## config.mk

```make
export PLATFORM = sky130hd
export DESIGN_NAME = port_io_unit
export DESIGN_NICKNAME = d
export VERILOG_FILES = /design/src/rtl/port_io_pkg.sv /design/src/rtl/port_io_decode.sv /design/src/rtl/port_io_latch.sv /design/src/rtl/port_io_sampler.sv /design/src/rtl/port_io_unit.sv
export SDC_FILE = /design/constraint.sdc
export NUM_CORES = 1
export LEC_CHECK = 0
export BUFFER_PORTS_ARGS = -buffer_cell sky130_fd_sc_hd__buf_2
export CAP_MARGIN = 25
export CORE_UTILIZATION = 38
export CTS_CLUSTER_SIZE = 12
export DETAILED_ROUTE_END_ITERATION = 12
export HOLD_SLACK_MARGIN = 0.1
export MAX_ROUTING_LAYER = met4
export PLACE_DENSITY = 0.76
export SYNTH_ARGS = -nofsm -noshare
export SYNTH_HDL_FRONTEND = slang
export SYNTH_HIERARCHICAL = 1
export SYNTH_SLANG_ARGS = --single-unit
export TNS_END_PERCENT = 10
```

## constraint.sdc

```tcl
create_clock -name clk -period 1.91 [get_ports clk]
set_clock_uncertainty 0.1 [all_clocks]
set_input_delay 0.191 -clock clk [delete_from_list [all_inputs] [get_ports clk]]
set_output_delay 0.191 -clock clk [all_outputs]
set_load 0.02 [all_outputs]
```

## src/rtl/port_io_pkg.sv

```systemverilog
package port_io_pkg;

  // Which port an address maps to
  typedef enum logic [2:0] {
    SEL_NONE  = 3'd0,
    SEL_QA    = 3'd1,
    SEL_QB    = 3'd2,
    SEL_DUAL  = 3'd3,
    SEL_SENSE = 3'd4
  } port_sel_e;

  localparam int unsigned DEF_ADDR_W   = 5;
  localparam int unsigned DEF_DATA_W   = 4;
  localparam int unsigned DEF_DUAL_W   = 2;
  localparam int unsigned DEF_STATE_W  = 3;
  localparam int unsigned DEF_SAMPLE_S = 3;
  localparam int unsigned DEF_WRITE_S  = 4;
  localparam int unsigned DEF_QA_ADDR    = 5'h04;
  localparam int unsigned DEF_QB_ADDR    = 5'h05;
  localparam int unsigned DEF_DUAL_ADDR  = 5'h08;
  localparam int unsigned DEF_SENSE_ADDR = 5'h0E;

endpackage

```

## src/rtl/port_io_decode.sv

```systemverilog
module port_io_decode
  import port_io_pkg::*;
#(
  parameter int unsigned ADDR_W     = DEF_ADDR_W,
  parameter int unsigned QA_ADDR    = DEF_QA_ADDR,
  parameter int unsigned QB_ADDR    = DEF_QB_ADDR,
  parameter int unsigned DUAL_ADDR  = DEF_DUAL_ADDR,
  parameter int unsigned SENSE_ADDR = DEF_SENSE_ADDR
) (
  input  logic [ADDR_W-1:0] addr,
  output port_sel_e         sel
);

  always_comb begin
    if (addr == ADDR_W'(QA_ADDR))           sel = SEL_QA;
    else if (addr == ADDR_W'(QB_ADDR))      sel = SEL_QB;
    else if (addr == ADDR_W'(DUAL_ADDR))    sel = SEL_DUAL;
    else if (addr == ADDR_W'(SENSE_ADDR))   sel = SEL_SENSE;
    else                                    sel = SEL_NONE;
  end

endmodule

```

## src/rtl/port_io_latch.sv

```systemverilog
module port_io_latch #(
  parameter int unsigned WIDTH = 4
) (
  input  logic             clk,
  input  logic             rst_n,
  input  logic             load,
  input  logic [WIDTH-1:0] d,
  output logic [WIDTH-1:0] q
);

  // Open-drain style: released (all ones) out of reset
  always_ff @(posedge clk) begin
    if (!rst_n)    q <= '1;
    else if (load) q <= d;
  end

endmodule

```

## src/rtl/port_io_sampler.sv

```systemverilog
module port_io_sampler
  import port_io_pkg::*;
#(
  parameter int unsigned DATA_W = DEF_DATA_W,
  parameter int unsigned DUAL_W = DEF_DUAL_W
) (
  input  logic              clk,
  input  logic              rst_n,
  input  logic              take,
  input  port_sel_e         sel,
  input  logic [DATA_W-1:0] qa_pins,
  input  logic [DATA_W-1:0] qb_pins,
  input  logic [DUAL_W-1:0] dual_pins,
  input  logic              sense_pin,
  output logic [DATA_W-1:0] rdata
);

  localparam int unsigned DUAL_PAD  = DATA_W - DUAL_W;
  localparam int unsigned SENSE_PAD = DATA_W - 1;

  logic [DATA_W-1:0] pick;

  always_comb begin
    case (sel)
      SEL_QA:    pick = qa_pins;
      SEL_QB:    pick = qb_pins;
      SEL_DUAL:  pick = {{DUAL_PAD{1'b0}}, dual_pins};
      SEL_SENSE: pick = {{SENSE_PAD{1'b0}}, sense_pin};
      default:   pick = '0;
    endcase
  end

  always_ff @(posedge clk) begin
    if (!rst_n)    rdata <= '0;
    else if (take) rdata <= pick;
  end

endmodule

```

## src/rtl/port_io_unit.sv

```systemverilog
module port_io_unit
  import port_io_pkg::*;
#(
  parameter int unsigned ADDR_W     = DEF_ADDR_W,
  parameter int unsigned DATA_W     = DEF_DATA_W,
  parameter int unsigned DUAL_W     = DEF_DUAL_W,
  parameter int unsigned STATE_W    = DEF_STATE_W,
  parameter int unsigned SAMPLE_S   = DEF_SAMPLE_S,
  parameter int unsigned WRITE_S    = DEF_WRITE_S,
  parameter int unsigned QA_ADDR    = DEF_QA_ADDR,
  parameter int unsigned QB_ADDR    = DEF_QB_ADDR,
  parameter int unsigned DUAL_ADDR  = DEF_DUAL_ADDR,
  parameter int unsigned SENSE_ADDR = DEF_SENSE_ADDR
) (
  input  logic               clk,
  input  logic               rst_n,
  input  logic [STATE_W-1:0] cyc_state,
  input  logic               cyc_second,
  input  logic               instr_in,
  input  logic               instr_out,
  input  logic [ADDR_W-1:0]  port_addr,
  input  logic [DATA_W-1:0]  wdata,
  output logic [DATA_W-1:0]  rdata,
  input  logic [DATA_W-1:0]  qa_pins,
  output logic [DATA_W-1:0]  qa_latch,
  input  logic [DATA_W-1:0]  qb_pins,
  output logic [DATA_W-1:0]  qb_latch,
  input  logic [DUAL_W-1:0]  dual_pins,
  output logic [DUAL_W-1:0]  dual_latch,
  input  logic               sense_pin
);

  localparam int unsigned NQUAD = 2;

  port_sel_e sel;
  logic      rd_go;
  logic      wr_go;
  logic [NQUAD-1:0]        quad_load;
  logic [NQUAD*DATA_W-1:0] quad_q;

  // Strobes: only in the second cycle, at one fixed state each
  assign rd_go = instr_in  & cyc_second & (cyc_state == STATE_W'(SAMPLE_S));
  assign wr_go = instr_out & cyc_second & (cyc_state == STATE_W'(WRITE_S));

  port_io_decode #(
    .ADDR_W(ADDR_W), .QA_ADDR(QA_ADDR), .QB_ADDR(QB_ADDR),
    .DUAL_ADDR(DUAL_ADDR), .SENSE_ADDR(SENSE_ADDR)
  ) i_decode (
    .addr(port_addr),
    .sel (sel)
  );

  assign quad_load[0] = wr_go & (sel == SEL_QA);
  assign quad_load[1] = wr_go & (sel == SEL_QB);

  for (genvar g = 0; g < NQUAD; g++) begin : g_quad
    port_io_latch #(.WIDTH(DATA_W)) i_latch (
      .clk  (clk),
      .rst_n(rst_n),
      .load (quad_load[g]),
      .d    (wdata),
      .q    (quad_q[g*DATA_W +: DATA_W])
    );
  end

  assign qa_latch = quad_q[0 +: DATA_W];
  assign qb_latch = quad_q[DATA_W +: DATA_W];

  port_io_latch #(.WIDTH(DUAL_W)) i_dual (
    .clk  (clk),
    .rst_n(rst_n),
    .load (wr_go & (sel == SEL_DUAL)),
    .d    (wdata[DUAL_W-1:0]),
    .q    (dual_latch)
  );

  port_io_sampler #(.DATA_W(DATA_W), .DUAL_W(DUAL_W)) i_sampler (
    .clk      (clk),
    .rst_n    (rst_n),
    .take     (rd_go),
    .sel      (sel),
    .qa_pins  (qa_pins),
    .qb_pins  (qb_pins),
    .dual_pins(dual_pins),
    .sense_pin(sense_pin),
    .rdata    (rdata)
  );

endmodule

```

==> results.tsv, run 1 <==
metric	value	unit
status	finished clean	
Final Cell Area	1110	sq um
I/O pin cnt	42	
DR pass1 iterations	4	
pin count of the biggest net entering global routing	14	
Total Wirelength	1970	microns
Num CTS Buffers	3	
die height	46.6	microns
Final #Nets	163	
Crit. Startpoint	port_addr[0]	
hold buffers post-CTS	5	
most frequent cells in the layout	buf_2, dfxtp_1, nand2_1	
Worst Reg-to-Reg Cells	2	
worst slew pin tran	0.391	ns
startpoint types	input pin	
area grow syn2layout	47.4	%
Final TNS setup	0	ns
P per Cell Area	479	nW/um^2
Iteration-0 DRC Markers	17	
Slew HR	0.738	
die area	2170	sq um
CP Max Fanout	4	
Total GRT Usage	0.224	
final setup violation count	0	
Util after Layout	0.617	
crit path capture type	register	
Static Leak	0.000444	uW
H-Tree Depth	1	
DR vias	788	
maximum VDD drop	483	uV
post-DR wirelength/cell	12.5	microns
Syn Area/Cell	9.55	sq um
RePlAce Congestion	0.734	
row count	15	
worst min path class	input pin to register	
Port Buf Inserts	41	
required time worst endpoint	1.96	ns
Die W	46.6	microns
Synth Net Count	107	
Cell Area, Placed	1040	sq um
synthesized flop and latch total	14	
vias in the first global route	796	
minimum clock period	1.76	ns
share of layout cells above drive strength 1	0.429	
r2r setup slk	1.03	ns
Max Clk Rate	570	MHz
Worst R2R Start	i_sampler/rdata[0]$_SDFFE_PN0P_	
crit path max-delay cell type	or3b_4	
GR Overflow Total	0	
Final period util	0.919	
Critical Path End	g_quad[1].i_latch/q[1]$_SDFFE_PN1P_	
first-pass GRT wire length	3220	microns
postcts setup bufs	0	
Final Hold Fails	0	
clock slew at reported path FFs	0.08	ns
Detail Route Antenna Nets	0	
CTS tree	built	
reg2reg end	i_sampler/rdata[0]$_SDFFE_PN0P_	
residual DRC count	0	
hpwl dp	1480	microns
clock sinks	14	
critical path class	input pin to register	
vias per cell	4.99	
arrival time worst endpoint	1.81	ns
commonest non-fill, non-tap cell in the layout	buf_2	
pre-CTS WS	-0.105	ns
clock buffer depth	2	
final worst slack	0.155	ns
CTS root buffer	clkbuf_4	
CP Cell Sequence	buf_2 > or3b_4 > a211oi_4 > or2b_1 > nor4_1 > buf_4 > mux2i_1 > nand2_1	
CP peak stage delay	0.39	ns
core area	1800	sq um
RSZ-0062 raised after global routing	no	
initial antenna violation count	0	
Yosys cell types	24	
placed insts	150	
synth warn	6	
sequential area share after synthesis	0.371	
post-synthesis cell count	79	
Finished Layout Cells	158	
clk_lat worst skew	0.27	ns
maxcap violations	0	
n_diodes	0	
CTS resizes	0	
Post-Syn Area	754	sq um
initial core utilization	0.419	
Slew Limit Fails	0	
[layout make-up]
| type | instances | area, sq um |
|---|---|---|
| clock buffer | 3 | 22.5 |
| inverter | 1 | 3.75 |
| timing repair buffer | 54 | 315 |
| sequential | 14 | 280 |
| fill | 175 | 689 |
| multi-input combinational | 61 | 459 |
| tap | 25 | 31.3 |
[critical path, delay by kind of cell]
kind,cells,cell delay (ns)
compound gates,1,0.21
simple gates,4,0.90
buf+inv,2,0.30
mux,1,0.21
[where the power goes]
part / leakage, uW / switching (uW) / internal (uW) / total [uW]
clock: 0.0000138 / 82.8 / 72.8 / 156
combinational: 0.000317 / 38.0 / 47.1 / 85.1
sequential: 0.000113 / 0.214 / 292 / 292
[metal layers]
| layer | GRT usage | up-vias | wire, microns |
|---|---|---|---|
| met5 | - | - | 0 |
| met4 | 0.0882 | 0 | 27 |
| met3 | 0.0588 | 4 | 67 |
| met2 | 0.425 | 26 | 1100 |
| met1 | 0.208 | 367 | 782 |
| li1 | - | 391 | - |
[per-stage QoR]
step,power (uW),hold slack (ns)
after CTS,539,0.196
after global routing,567,0.191
after detailed placement,375,0.326
after global placement,372,0.327
final,533,0.210
after floorplan,326,0.153
[Yosys cell counts (all sizes together)]
cell type  count  area (sq um)
nand3          1          5.00
o31ai          1          12.5
nor4           4          25.0
mux2i         12           120
inv            1          3.75
buf            1          11.3
o31a           1          8.76
nor2           1          3.75
mux2           1          15.0
or3b           1          8.76
xnor2          1          8.76
or2b           2          15.0
nor2b          1          6.26
clkbuf         2          10.0
a21o           2          15.0
nand3b         9          67.6
nor3b          1          7.51
a211oi         1          12.5
dfxtp         14           280
nand2b         4          25.0
a21oi          3          15.0
nor3           1          5.00
nand4b         1          23.8
nand2         13          48.8
[kinds of logic (layout without fill, tap and decap cells)]
group | Yosys count | count (layout) | share of synthesized area
xor+xnor | 1 | 1 | 0.0116
simple gates | 39 | 39 | 0.320
compound gates | 8 | 8 | 0.0846
mux | 13 | 13 | 0.179
flops | 14 | 14 | 0.371
buf+inv | 4 | 58 | 0.0332
[how the worst min path moves through the flow]
stage,start,endpoint,slack (ns),cells after the start
2_1_floorplan,rst_n,g_quad[0].i_latch/q[0]$_SDFFE_PN1P_,0.15,1
3_3_place_gp,wdata[2],g_quad[1].i_latch/q[2]$_SDFFE_PN1P_,0.33,3
3_5_place_dp,wdata[3],g_quad[0].i_latch/q[3]$_SDFFE_PN1P_,0.33,3
4_1_cts,qb_pins[2],i_sampler/rdata[2]$_SDFFE_PN0P_,0.20,4
5_1_grt,qa_pins[2],i_sampler/rdata[2]$_SDFFE_PN0P_,0.19,4
6_report,qb_pins[2],i_sampler/rdata[2]$_SDFFE_PN0P_,0.21,4
[flip-flops by register name, indices dropped and copies added (netlist names)]
register and cells:
i_dual/q 2, i_sampler/rdata 4, g_quad.i_latch/q 8
Note: power is estimated with default switching activity, not from simulation.
==> run 2, diff against run 1 <==
--- a/config.mk
+++ b/config.mk
@@ -7,12 +7,16 @@
 export LEC_CHECK = 0
 export BUFFER_PORTS_ARGS = -buffer_cell sky130_fd_sc_hd__buf_2
 export CAP_MARGIN = 25
-export CORE_UTILIZATION = 38
+export CELL_PAD_IN_SITES_DETAIL_PLACEMENT = 1
+export CELL_PAD_IN_SITES_GLOBAL_PLACEMENT = 1
+export CORE_ASPECT_RATIO = 0.5
+export CORE_UTILIZATION = 27
 export CTS_CLUSTER_SIZE = 12
 export DETAILED_ROUTE_END_ITERATION = 12
 export HOLD_SLACK_MARGIN = 0.1
 export MAX_ROUTING_LAYER = met4
 export PLACE_DENSITY = 0.76
+export SETUP_SLACK_MARGIN = 0.4
 export SYNTH_ARGS = -nofsm -noshare
 export SYNTH_HDL_FRONTEND = slang
 export SYNTH_HIERARCHICAL = 1
==> run 2 against run 1 <==
  * Design area is 3.4% higher
  * Via count is 3.7% lower
  * Fmax is 1.1% lower
  * Wire length is 2.5% higher
  * Clock-buffer cell count is 1 higher
  * Core utilization is 18 points lower
  * Cell count is 7.0% higher
==> results.tsv, run 2 (synthesized netlist as in run 1, its figures left out) <==
metric	value	unit
RSZ-0062 raised after global routing	yes	
die area	3020	sq um
Final Hold Fails	0	
arrival time worst endpoint	1.80	ns
clock slew at reported path FFs	0.06	ns
maxcap violations	0	
I/O pin cnt	42	
initial antenna violation count	0	
Worst Reg-to-Reg Cells	2	
CP Max Fanout	4	
final worst slack	0.135	ns
Most flops, register	g_quad.i_latch/q	
first-pass GRT wire length	3240	microns
Num CTS Buffers	3	
area grow syn2layout	52.4	%
minimum clock period	1.77	ns
CTS root buffer	clkbuf_8	
most frequent cells in the layout	buf_2, dfxtp_1, nand2_1	
Final TNS setup	0	ns
Die W	76.8	microns
DR vias	759	
clock sinks	14	
worst min path class	input pin to register	
worst slew pin tran	0.387	ns
DR pass1 iterations	4	
Total Wirelength	2020	microns
max reg flops	8	
Static Leak	0.000452	uW
pre-CTS WS	-0.114	ns
hold depth	3	
RePlAce Congestion	0.715	
final setup violation count	0	
GR Overflow Total	0	
vias in the first global route	753	
Max Clk Rate	563	MHz
core area	2620	sq um
hold endpoint	g_quad[0].i_latch/q[0]$_SDFFE_PN1P_	
maximum VDD drop	231	uV
status	finished clean	
P per Cell Area	573	nW/um^2
n_diodes	0	
Slew HR	0.740	
die height	39.4	microns
hpwl dp	1570	microns
crit path capture type	register	
Cell Area, Placed	1070	sq um
row count	13	
Final Cell Area	1150	sq um
reg2reg end	i_sampler/rdata[0]$_SDFFE_PN0P_	
initial core utilization	0.288	
H-Tree Depth	1	
largest registers	g_quad.i_latch/q: 8 flops, i_sampler/rdata: 4 flops, i_dual/q: 2 flops	
clk_lat worst skew	0.24	ns
Slew Limit Fails	0	
Total Power	659	uW
required time worst endpoint	1.93	ns
Port Buf Inserts	41	
Final period util	0.929	
commonest non-fill, non-tap cell in the layout	buf_2	
CTS tree	built	
Iteration-0 DRC Markers	32	
startpoint types	input pin	
residual DRC count	0	
clock buffer depth	2	
Total GRT Usage	0.146	
share of layout cells above drive strength 1	0.462	
Worst Hold Launch	wdata[0]	
Worst R2R Start	i_sampler/rdata[0]$_SDFFE_PN0P_	
Detail Route Antenna Nets	0	
Final #Nets	161	
vias per cell	4.49	
post-DR wirelength/cell	12.0	microns
critical path class	input pin to register	
pin count of the biggest net entering global routing	14	
r2r setup slk	1.04	ns
## run 2: cell types whose count changed in the layout (fill, tap and decap cells not counted), sizes merged
cell         before  now
buf              49   50
dlygate4sd3       5    2
clkbuf            3    4
## run 2: how the worst max path moves through the flow
stage | end | start | cells past startpoint | slack, ns
floorplan | g_quad[1].i_latch/q[0]$_SDFFE_PN1P_ | port_addr[0] | 7 | -0.05
detailed placement | g_quad[0].i_latch/q[3]$_SDFFE_PN1P_ | port_addr[2] | 9 | -0.11
CTS | g_quad[1].i_latch/q[3]$_SDFFE_PN1P_ | port_addr[0] | 8 | 0.12
global placement | g_quad[1].i_latch/q[0]$_SDFFE_PN1P_ | port_addr[0] | 8 | -0.08
global route | g_quad[1].i_latch/q[0]$_SDFFE_PN1P_ | port_addr[0] | 8 | 0.05
finish | g_quad[1].i_latch/q[3]$_SDFFE_PN1P_ | port_addr[0] | 8 | 0.14
## run 2: stage by stage
| stage | hold WS, ns | utilization | instances |
|---|---|---|---|
| finish | 0.107 | 0.439 | 169 |
| global route | 0.117 | 0.439 | 169 |
| CTS | 0.106 | 0.439 | 169 |
| detailed placement | 0.331 | 0.408 | 163 |
| global placement | 0.326 | 0.408 | 163 |
| floorplan | 0.153 | - | 79 |
## run 2: layer usage
metal  vias to the layer above  global-route usage  wire (microns)
met4                         0              0.0433               0
met3                         0              0.0326              73
met2                        19               0.301            1080
met1                       354               0.148             870
li1                        386                   -               -
met5                         -                   -               0
## run 2: worst max-delay path: stages
cell	delay, ns
buf_2	0.10
or3b_4	0.40
a211oi_4	0.22
or2b_1	0.24
nor4_1	0.18
buf_4	0.20
mux2i_1	0.20
nand2_1	0.07
## run 2: report_power, final
| group | total (uW) | switching (uW) | leakage [uW] | internal, uW |
|---|---|---|---|---|
| combinational | 83.0 | 38.7 | 0.000310 | 44.3 |
| clock | 283 | 101 | 0.0000288 | 182 |
| sequential | 293 | 0.194 | 0.000113 | 293 |
## run 2: layout make-up
| type | count | area, sq um |
|---|---|---|
| inverter | 1 | 3.75 |
| timing repair buffer | 52 | 293 |
| multi-input combinational | 61 | 472 |
| sequential | 14 | 280 |
| fill | 329 | 1470 |
| clock buffer | 4 | 55.1 |
| tap | 37 | 46.3 |
## run 2: what timing repair did
item / CTS / global route
endpoints found under the hold margin: 3 / 0
hold buffers: 2 / 0
resized for setup: 1 / 0
setup buffers: 0 / 0
endpoints found under the setup margin: 12 / 12
==> run 3, diff against run 2 <==
--- a/config.mk
+++ b/config.mk
@@ -5,11 +5,12 @@
 export SDC_FILE = /design/constraint.sdc
 export NUM_CORES = 1
 export LEC_CHECK = 0
-export BUFFER_PORTS_ARGS = -buffer_cell sky130_fd_sc_hd__buf_2
+export BUFFER_PORTS_ARGS = -buffer_cell sky130_fd_sc_hd__buf_4
 export CAP_MARGIN = 25
 export CELL_PAD_IN_SITES_DETAIL_PLACEMENT = 1
 export CELL_PAD_IN_SITES_GLOBAL_PLACEMENT = 1
 export CORE_ASPECT_RATIO = 0.5
+export CORE_MARGIN = 10
 export CORE_UTILIZATION = 27
 export CTS_CLUSTER_SIZE = 12
 export DETAILED_ROUTE_END_ITERATION = 12
@@ -17,6 +18,7 @@
 export MAX_ROUTING_LAYER = met4
 export PLACE_DENSITY = 0.76
 export SETUP_SLACK_MARGIN = 0.4
+export SKIP_LAST_GASP = 1
 export SYNTH_ARGS = -nofsm -noshare
 export SYNTH_HDL_FRONTEND = slang
 export SYNTH_HIERARCHICAL = 1
==> run 3 against run 2 <==
  * Setup slack worse by 0.0077 ns
  * Design area up 15%
  * Clock power rose by 4%
  * Critical endpoint is now g_quad[1].i_latch/q[0]$_SDFFE_PN1P_
  * Combinational power grew 33%
  * Clock-buffer cell count stayed put
  * Total power rose by 5.9%
  * Via count is 6.1% higher
  * Largest power group is now clock
  * Critical path type unchanged
  * Sequential power barely moved
==> results.tsv, run 3 (synthesized netlist as in run 1, its figures left out) <==
metric	value	unit
Slew Limit Fails	0	
DR pass1 iterations	4	
pre-CTS WS	-0.150	ns
Num CTS Buffers	3	
Total Wirelength	2670	microns
worst min path class	input pin to register	
GR met1 Demand/Resource	0.109	
startpoint types	input pin	
pin count of the biggest net entering global routing	14	
Total Power	698	uW
Layout fillers	317	
Worst R2R Start	i_sampler/rdata[0]$_SDFFE_PN0P_	
I/O pin cnt	42	
Finished Layout Cells	175	
multi-input logic area	478	sq um
grt met3 use	0.0248	
worst slew pin tran	0.405	ns
most frequent cells in the layout	buf_4, dfxtp_1, nand2_1	
Slew HR	0.728	
DR vias	805	
Detail Route Antenna Nets	0	
Final Hold Fails	0	
post-DR wirelength/cell	15.3	microns
vias in the first global route	845	
first-pass GRT wire length	4240	microns
Most flops, register	g_quad.i_latch/q	
hpwl dp	1980	microns
CTS tree	built	
residual DRC count	0	
final setup violation count	0	
Max Clk Rate	561	MHz
Worst Reg-to-Reg Cells	2	
Reg area	280	sq um
die height	57.4	microns
Critical Path End	g_quad[1].i_latch/q[0]$_SDFFE_PN1P_	
placed insts	164	
final worst slack	0.128	ns
initial antenna violation count	0	
GR Overflow Total	0	
vias per cell	4.60	
CTS root buffer	clkbuf_8	
clock slew at reported path FFs	0.06	ns
clock buffer depth	2	
RSZ-0062 raised after global routing	yes	
Util after Layout	0.501	
status	finished clean	
r2r setup slk	1.04	ns
die area	5440	sq um
commonest non-fill, non-tap cell in the layout	buf_4	
most used routing layer	met2	
H-Tree Depth	1	
grt met2 use	0.169	
core area	2640	sq um
Total GRT Usage	0.0997	
maxcap violations	0	
minimum clock period	1.78	ns
largest registers	g_quad.i_latch/q: 8 flops, i_sampler/rdata: 4 flops, i_dual/q: 2 flops	
critical path class	input pin to register	
crit path capture type	register	
Final #Nets	167	
Crit. Startpoint	port_addr[0]	
postcts setup bufs	0	
clock sinks	14	
RePlAce Congestion	0.734	
Static Leak	0.000520	uW
row count	13	
max reg flops	8	
initial core utilization	0.286	
n_diodes	0	
P per Cell Area	529	nW/um^2
Die W	94.8	microns
required time worst endpoint	1.95	ns
Final TNS setup	0	ns
maximum VDD drop	187	uV
share of layout cells above drive strength 1	0.457	
Final period util	0.933	
clk_lat worst skew	0.25	ns
CP Max Fanout	4	
reg2reg end	i_sampler/rdata[0]$_SDFFE_PN0P_	
arrival time worst endpoint	1.82	ns
Iteration-0 DRC Markers	8	
Port Buf Inserts	41	
area grow syn2layout	75.0	%
## run 3: cell type report
type | count | area share
multi-input cells | 61 | 0.362
repair buffers | 58 | 0.346
flip-flops and latches | 14 | 0.212
clock buffers | 4 | 0.0417
well taps | 37 | 0.0351
inverters | 1 | 0.00284
## run 3: metal layers
metal | vias up | wire (microns)
li1 | 400 | -
met1 | 373 | 1110
met2 | 24 | 1350
met3 | 8 | 146
met4 | 0 | 63
met5 | - | 0
## run 3: timing repair
action / CTS / global route
hold endpoints to repair: 10 / 2
hold buffers: 4 / 3
resized for setup: 2 / 1
setup endpoints to repair: 12 / 13
## run 3: through the flow
step	cell area [sq um]	hold slack, ns
6_report	1320	0.117
5_1_grt	1320	0.123
4_1_cts	1280	0.0885
3_5_place_dp	1180	0.327
3_3_place_gp	1180	0.318
2_1_floorplan	767	0.153
## run 3: power by group
part           internal (uW)  total (uW)  leakage (uW)  switching (uW)
clock network            183         295     0.0000288             113
logic                   67.3         110      0.000378            42.4
registers                292         293      0.000113           0.230
total                    543         698      0.000520             155
## run 3: worst min-delay path by stage
stage,slack [ns],endpoint,from,cells past startpoint
floorplan,0.15,g_quad[0].i_latch/q[0]$_SDFFE_PN1P_,rst_n,1
global placement,0.32,g_quad[1].i_latch/q[2]$_SDFFE_PN1P_,wdata[2],3
detailed placement,0.33,g_quad[1].i_latch/q[2]$_SDFFE_PN1P_,wdata[2],3
CTS,0.09,g_quad[1].i_latch/q[3]$_SDFFE_PN1P_,rst_n,2
global route,0.12,i_sampler/rdata[0]$_SDFFE_PN0P_,rst_n,2
finish,0.12,i_sampler/rdata[0]$_SDFFE_PN0P_,rst_n,2
## run 3: critical path, stage by stage
cell and delay [ns]:
buf_4 0.11, or3b_4 0.40, a211oi_4 0.24, or2b_1 0.27
nor4_2 0.14, buf_4 0.19, mux2i_1 0.21, nand2_1 0.07
